File: config.mk
export PLATFORM = sky130hd
export DESIGN_NAME = vfreq_split
export DESIGN_NICKNAME = d
export VERILOG_FILES = /design/src/rtl/vfs_pkg.sv /design/src/rtl/vfs_lvl_pick.sv /design/src/rtl/vfs_ceil_div.sv /design/src/rtl/vfreq_split.sv
export SDC_FILE = /design/constraint.sdc
export NUM_CORES = 2
export LEC_CHECK = 0
export BUFFER_PORTS_ARGS = -buffer_cell sky130_fd_sc_hd__clkbuf_2
export CAP_MARGIN = 20
export CELL_PAD_IN_SITES_DETAIL_PLACEMENT = 1
export CELL_PAD_IN_SITES_GLOBAL_PLACEMENT = 2
export CORE_ASPECT_RATIO = 0.9
export CORE_MARGIN = 4
export CORE_UTILIZATION = 44
export CTS_BUF_LIST = sky130_fd_sc_hd__clkbuf_8
export CTS_CLUSTER_SIZE = 40
export DETAILED_ROUTE_END_ITERATION = 6
export HOLD_SLACK_MARGIN = 0.06
export PLACE_DENSITY_LB_ADDON = 0.15
export SYNTH_ARGS = -nofsm -noshare
export SYNTH_HDL_FRONTEND = slang
export SYNTH_HIERARCHICAL = 1
export SYNTH_SLANG_ARGS = --single-unit
File: constraint.sdc
create_clock -name clk -period 20.5 [get_ports clk]
set_input_delay 1.025 -clock clk [delete_from_list [all_inputs] [get_ports clk]]
set_output_delay 1.025 -clock clk [all_outputs]
set_load 0.05 [all_outputs]
File: src/rtl/vfs_pkg.sv
package vfs_pkg;
  typedef enum logic [1:0] {
    S_IDLE = 2'd0,
    S_PREP = 2'd1,
    S_DIV  = 2'd2,
    S_RUN  = 2'd3
  } vfs_state_t;
endpackage

File: src/rtl/vfs_lvl_pick.sv
module vfs_lvl_pick #(
  parameter int F_W    = 8,
  parameter int N_LVL  = 16,
  parameter int F_BASE = 5,
  parameter int F_STEP = 5,
  parameter int LVL_W  = $clog2(N_LVL)
) (
  input  logic [F_W-1:0]   fv,
  output logic [LVL_W-1:0] lo_idx,
  output logic [LVL_W-1:0] hi_idx,
  output logic [F_W-1:0]   f_lo,
  output logic [F_W-1:0]   f_hi,
  output logic             single,
  output logic             clamp
);
  localparam int F_TOP = F_BASE + (N_LVL - 1) * F_STEP;

  always_comb begin
    lo_idx = '0;
    hi_idx = LVL_W'(N_LVL - 1);
    for (int i = 0; i < N_LVL; i++) begin
      if (F_BASE + i * F_STEP <= int'(fv)) lo_idx = LVL_W'(i);
    end
    for (int i = N_LVL - 1; i >= 0; i--) begin
      if (F_BASE + i * F_STEP >= int'(fv)) hi_idx = LVL_W'(i);
    end
    f_lo   = F_W'(F_BASE + int'(lo_idx) * F_STEP);
    f_hi   = F_W'(F_BASE + int'(hi_idx) * F_STEP);
    single = (lo_idx == hi_idx);
    clamp  = (int'(fv) < F_BASE) || (int'(fv) > F_TOP);
  end
endmodule

File: src/rtl/vfs_ceil_div.sv
module vfs_ceil_div #(
  parameter int NUM_W = 33,
  parameter int DEN_W = 16
) (
  input  logic             clk,
  input  logic             rst,
  input  logic             go,
  input  logic [NUM_W-1:0] num,
  input  logic [DEN_W-1:0] den,
  output logic             valid,
  output logic [NUM_W-1:0] quo,
  output logic [DEN_W-1:0] rem
);
  localparam int C_W = $clog2(NUM_W + 1);

  logic [C_W-1:0] cnt;
  logic [DEN_W:0] trial;
  logic           fits;

  always_comb begin
    trial = {rem, quo[NUM_W-1]};
    fits  = (trial >= {1'b0, den});
  end

  always_ff @(posedge clk) begin
    if (rst) begin
      cnt   <= '0;
      valid <= 1'b0;
      quo   <= '0;
      rem   <= '0;
    end else begin
      valid <= 1'b0;
      if (go) begin
        quo <= num;
        rem <= '0;
        cnt <= C_W'(NUM_W);
      end else if (cnt != '0) begin
        rem <= fits ? DEN_W'(trial - {1'b0, den}) : DEN_W'(trial);
        quo <= {quo[NUM_W-2:0], fits};
        cnt <= cnt - 1'b1;
        if (cnt == C_W'(1)) valid <= 1'b1;
      end
    end
  end


  rem_below_den_chk: assert property (@(posedge clk) disable iff (rst)
    (valid && den != '0) |-> (rem < den));
endmodule

File: src/rtl/vfreq_split.sv
module vfreq_split #(
  parameter int CNT_W  = 16,
  parameter int F_W    = 8,
  parameter int OV_W   = 8,
  parameter int N_LVL  = 16,
  parameter int F_BASE = 5,
  parameter int F_STEP = 5,
  parameter int LVL_W  = $clog2(N_LVL)
) (
  input  logic             clk,
  input  logic             rst,
  input  logic             start,
  input  logic [CNT_W-1:0] cyc_total,
  input  logic [F_W-1:0]   tgt_freq,
  input  logic             ovh_en,
  input  logic [OV_W-1:0]  ovh_cyc,
  input  logic             tick,
  output logic [LVL_W-1:0] speed_sel,
  output logic             busy,
  output logic             done,
  output logic             clamped
);
  import vfs_pkg::*;

  localparam int NUM_W = CNT_W + 2 * F_W + 1;
  localparam int DEN_W = 2 * F_W;

  vfs_state_t       st;
  logic [CNT_W-1:0] n_r, nh_r, cnt;
  logic [F_W-1:0]   fv_r, fh_r, fl_r;
  logic [OV_W-1:0]  ov_r;
  logic             oe_r, single_r;
  logic [LVL_W-1:0] hi_r, lo_r;

  logic [LVL_W-1:0] pk_lo, pk_hi;
  logic [F_W-1:0]   pk_flo, pk_fhi;
  logic             pk_single, pk_clamp;

  logic [NUM_W-1:0] num_w, quo;
  logic [DEN_W-1:0] den_w, rem;
  logic             div_valid;
  logic [NUM_W:0]   q_up;
  logic [CNT_W-1:0] cnt_n;

  vfs_lvl_pick #(
    .F_W(F_W), .N_LVL(N_LVL), .F_BASE(F_BASE), .F_STEP(F_STEP), .LVL_W(LVL_W)
  ) u_pick (
    .fv(tgt_freq), .lo_idx(pk_lo), .hi_idx(pk_hi),
    .f_lo(pk_flo), .f_hi(pk_fhi), .single(pk_single), .clamp(pk_clamp)
  );

  always_comb begin
    num_w = NUM_W'(n_r) * NUM_W'(fh_r) * NUM_W'(fv_r - fl_r);
    if (oe_r) num_w = num_w + NUM_W'(ov_r) * NUM_W'(fh_r) * NUM_W'(fl_r);
    den_w = DEN_W'(fv_r) * DEN_W'(F_STEP);
    q_up  = {1'b0, quo} + (NUM_W + 1)'(rem != '0);
    cnt_n = cnt + 1'b1;
  end

  vfs_ceil_div #(.NUM_W(NUM_W), .DEN_W(DEN_W)) u_div (
    .clk(clk), .rst(rst), .go(st == S_PREP), .num(num_w), .den(den_w),
    .valid(div_valid), .quo(quo), .rem(rem)
  );

  always_ff @(posedge clk) begin
    if (rst) begin
      st <= S_IDLE;
      n_r <= '0; nh_r <= '0; cnt <= '0;
      fv_r <= '0; fh_r <= '0; fl_r <= '0; ov_r <= '0;
      oe_r <= 1'b0; single_r <= 1'b0; hi_r <= '0; lo_r <= '0;
      speed_sel <= '0; busy <= 1'b0; done <= 1'b0; clamped <= 1'b0;
    end else begin
      done <= 1'b0;
      case (st)
        S_IDLE: if (start) begin
          n_r <= cyc_total; fv_r <= tgt_freq; oe_r <= ovh_en; ov_r <= ovh_cyc;
          hi_r <= pk_hi; lo_r <= pk_lo; fh_r <= pk_fhi; fl_r <= pk_flo;
          single_r <= pk_single; clamped <= pk_clamp;
          busy <= 1'b1;
          st <= S_PREP;
        end
        S_PREP: st <= S_DIV;
        S_DIV: if (div_valid) begin
          if (single_r || q_up > (NUM_W + 1)'(n_r)) nh_r <= n_r;
          else nh_r <= CNT_W'(q_up);
          speed_sel <= hi_r;
          cnt <= '0;
          if (n_r == '0) begin
            done <= 1'b1; busy <= 1'b0; st <= S_IDLE;
          end else begin
            st <= S_RUN;
          end
        end
        S_RUN: if (tick) begin
          cnt <= cnt_n;
          if (cnt_n == nh_r) speed_sel <= lo_r;
          if (cnt_n == n_r) begin
            done <= 1'b1; busy <= 1'b0; st <= S_IDLE;
          end
        end
        default: st <= S_IDLE;
      endcase
    end
  end


  done_single_chk: assert property (@(posedge clk) disable iff (rst)
    done |=> !done);

  busy_end_chk: assert property (@(posedge clk) disable iff (rst)
    $fell(busy) |-> done);

  ignore_start_chk: assert property (@(posedge clk) disable iff (rst)
    (start && busy) |=> ($stable(n_r) && $stable(fv_r) && $stable(clamped)));

  bound_pair_chk: assert property (@(posedge clk) disable iff (rst)
    busy |-> (hi_r >= lo_r && (hi_r - lo_r) <= LVL_W'(1)));

  high_then_low_chk: assert property (@(posedge clk) disable iff (rst)
    (st == S_RUN && $past(st) == S_RUN && speed_sel != $past(speed_sel))
      |-> (speed_sel == lo_r));
endmodule

==> reports/qor.txt <==
Max Cap Violations -> 0
Post-CTS Setup Repair Bufs -> 0
worst skew pair latency -> 570 ps
Hold Path End -> clamped
Final Hold Viols -> 0
vias in the first global route -> 27230
top cell type's share of synthesized area -> 26.45%
CTS resizes -> 0
largest net degree at the start of global routing -> 78
Ys Warns -> 6
Final Net Count -> 4248
Startpoint Class -> flip-flop
post-synthesis cell count -> 3618
Synth Cell Area -> 0.02906 sq mm
Worst Path Arrival -> 14250 ps
hold depth -> 2
CTS Sinks -> 155
GRT Util Overall -> 27.43%
fraction of layout cells with a size suffix above 1 -> 4.813%
final setup fails -> 0
Final period util -> 67.44%
Worst R2R Path Depth -> 45
TritonCTS buffer count -> 17
Core Area -> 0.06548 sq mm
Comb pwr share -> 79.9%
die width -> 278.9 um
# DRC -> 0
H-tree levels -> 4
Critical Path Max Stage Delay -> 910 ps
status -> finished, final reports clean
Setup CP Type -> reg2reg
pwr dens -> 115.0 mW/mm^2
register area -> 0.003103 sq mm
Root Driver -> clkbuf_8
post-synth cell types -> 90
Starting Density -> 44.38%
leakage power -> 0.01425 uW
synthesized area per cell -> 8.033 sq um
fmax -> 72.33 MHz
CP most frequent cell -> fa_1
Sequential Power Share -> 12.4%
gpl congestion -> 0.8864
IO Count -> 44
I/O Buffers -> 43
total grt overflow -> 0
Reg2Reg Launch Point -> fh_r[7]
largest cells by area after synthesis -> fa_1 26%, ha_1 12%, dfxtp_1 11%
Reg2Reg Setup Slack -> 6680 ps
CP endpoint kind -> flip-flop
Reg clk slew, reported paths -> 100 ps
HP Class -> reg2reg
power share of the clock group -> 7.7%
# hold bufs at CTS -> 0
Final Max Slew Viols -> 0
Initial DRT Pass Iterations -> 5
initial antenna violation count -> 1
CP max FO -> 25
sw power -> 2015 uW
cell taking the most area after synthesis -> fa_1
switching portion of total power -> 57.74%
first-pass GRT wire length -> 153300 um
Die H -> 251.8 um
most common cell in the netlist -> nand2_1
drt total wl -> 95120 um
RSZ-0062 raised after global routing -> false
fillers -> 8040
P_int -> 1475 uW
setup tns final -> 0 ps
Non-Filler Instances -> 4420
CP max-delay cell -> dfxtp_1
placed cell count -> 4386
VDD IR max -> 0.1004 mV
final core occ -> 46.36%
r2r endpoint -> u_div/quo[31]
Post-synth EDFFs -> 0
Slew HR -> 26.37%
Synth async-reset ratio -> 0%
Clock Skews -> 28.27 ps
Post-DP HPWL -> 76940 um
CP Data Required Time -> 20930 ps
CTS tree -> yes
area of the multi-input gates -> 0.02337 sq mm
Die ar. -> 0.07023 sq mm
WL per Instance -> 21.52 um
Final Critical Period -> 13820 ps
DRT iter0 DRCs -> 1454
vias -> 25180
sequential share of the synthesized area -> 10.68%
most used flip-flop cell after synthesis -> dfxtp_1
Via-to-Cell Ratio -> 5.697
Seq cells post-synth -> 155
startpoint of the worst hold path -> clamped
CP startpoint -> fh_r[7]
Layout area overhead -> 4.443%
Rows -> 89
Worst-Margin Slew -> 1103 ps
Routed Antenna Nets -> 0
commonest cells in the netlist -> 527 x nand2_1, 496 x inv_1, 384 x fa_1
clk buf depth -> 2
==> area by class of cell <==
cell class                      count  share of cell area, %
Multi-Input combinational cell   2788                  77.01
Clock inverter                     14                 0.6018
Antenna cell                        3                0.02473
Clock buffer                       17                 0.7708
Timing Repair Buffer               80                  1.632
Inverter                          499                  6.175
Tap cell                          864                  3.562
Sequential cell                   155                  10.22
==> power groups by stage <==
| stage | clock [uW] | sequential (uW) | combinational, uW |
|---|---|---|---|
| after floorplan | 0 | 392 | 1870 |
| after global placement | 0 | 435 | 2690 |
| after detailed placement | 0 | 438 | 2750 |
| after CTS | 278 | 432 | 2800 |
| after global routing | 287 | 441 | 3090 |
| final | 269 | 431 | 2790 |
==> kinds of logic after synthesis <==
logic type               after synthesis  synth area share [%]
XOR/XNOR                             185                 5.649
flip-flops                           155                 10.68
other                                  2               0.02584
buffers and inverters                680                 9.080
AO/OA/AOI/OAI                        581                 12.64
multiplexers                          43                 1.559
AND/OR/NAND/NOR                     1302                 21.61
adder cells (fa/ha/maj)              670                 38.77
==> metrics by stage <==
step	power (uW)	hold WS, ps	setup WS (ps)	instance area (sq um)
floorplan	2258	432.9	8415	29080
global placement	3124	439.5	6995	29930
detailed placement	3191	447.9	6701	29930
CTS	3506	461.5	6620	30350
global route	3817	485.4	5806	30350
finish	3490	460.5	6675	30350
==> worst max-delay path by stage <==
stage                         end  depth (start not counted)  slack [ps]
CTS                 u_div/quo[31]                         46        6620
global placement    u_div/quo[31]                         43        7000
detailed placement  u_div/quo[31]                         44        6700
global route        u_div/quo[31]                         46        5810
floorplan           u_div/quo[31]                         46        8420
finish              u_div/quo[31]                         45        6680
==> state kept, by name, indices dropped and copies added, names as in the netlist, 16 cells and up <==
register	count
cnt	16
u_div/rem	16
n_r	16
nh_r	16
u_div/quo	33
==> per-layer routing <==
| metal | GRT usage [%] | up-vias | wire [um] |
|---|---|---|---|
| met5 | 0 | - | 0 |
| met1 | 38.35 | 12850 | 44640 |
| met2 | 44.77 | 575 | 43080 |
| met4 | 7.211 | 0 | 2464 |
| li1 | - | 11630 | - |
| met3 | 4.034 | 125 | 4942 |
==> worst max-delay path, delay by kind of cell, from the launching register on <==
| family | cells | cell delay (ps) |
|---|---|---|
| xor+xnor | 3 | 860 |
| fa+ha+maj | 16 | 7630 |
| simple gates | 11 | 2130 |
| compound gates | 8 | 1580 |
| buf+inv | 7 | 600 |
| flops | 1 | 910 |
==> cells in the final DEF, fill, tap and decap left out, types with 8 or more instances in the layout <==
cell type  count
a21o_1        42
o211ai_1       9
nand3_1       74
o22ai_1       10
nand4b_1      16
nor2b_1       24
fa_1         384
and3_1        40
or2_2         11
a31oi_1       24
o21ai_1        8
mux2i_1       25
o31ai_1       14
inv_1        496
a311oi_1       9
o21a_1        14
nand4_1       32
nor4_1        17
xor2_1        60
o21ai_0       87
a21oi_1      235
ha_1         286
nand3b_1      22
or3_1         13
clkbuf_2      42
nand2b_1      36
and4_1         8
mux2_2        18
buf_4         38
dfxtp_1      155
nor2_1       223
a211oi_1      21
o311ai_0      21
nand2_1      526
clkbuf_8      17
nor3_1        54
o21bai_1      17
and2_1       167
xnor2_1      121
Power figures use the tool's default switching activity.
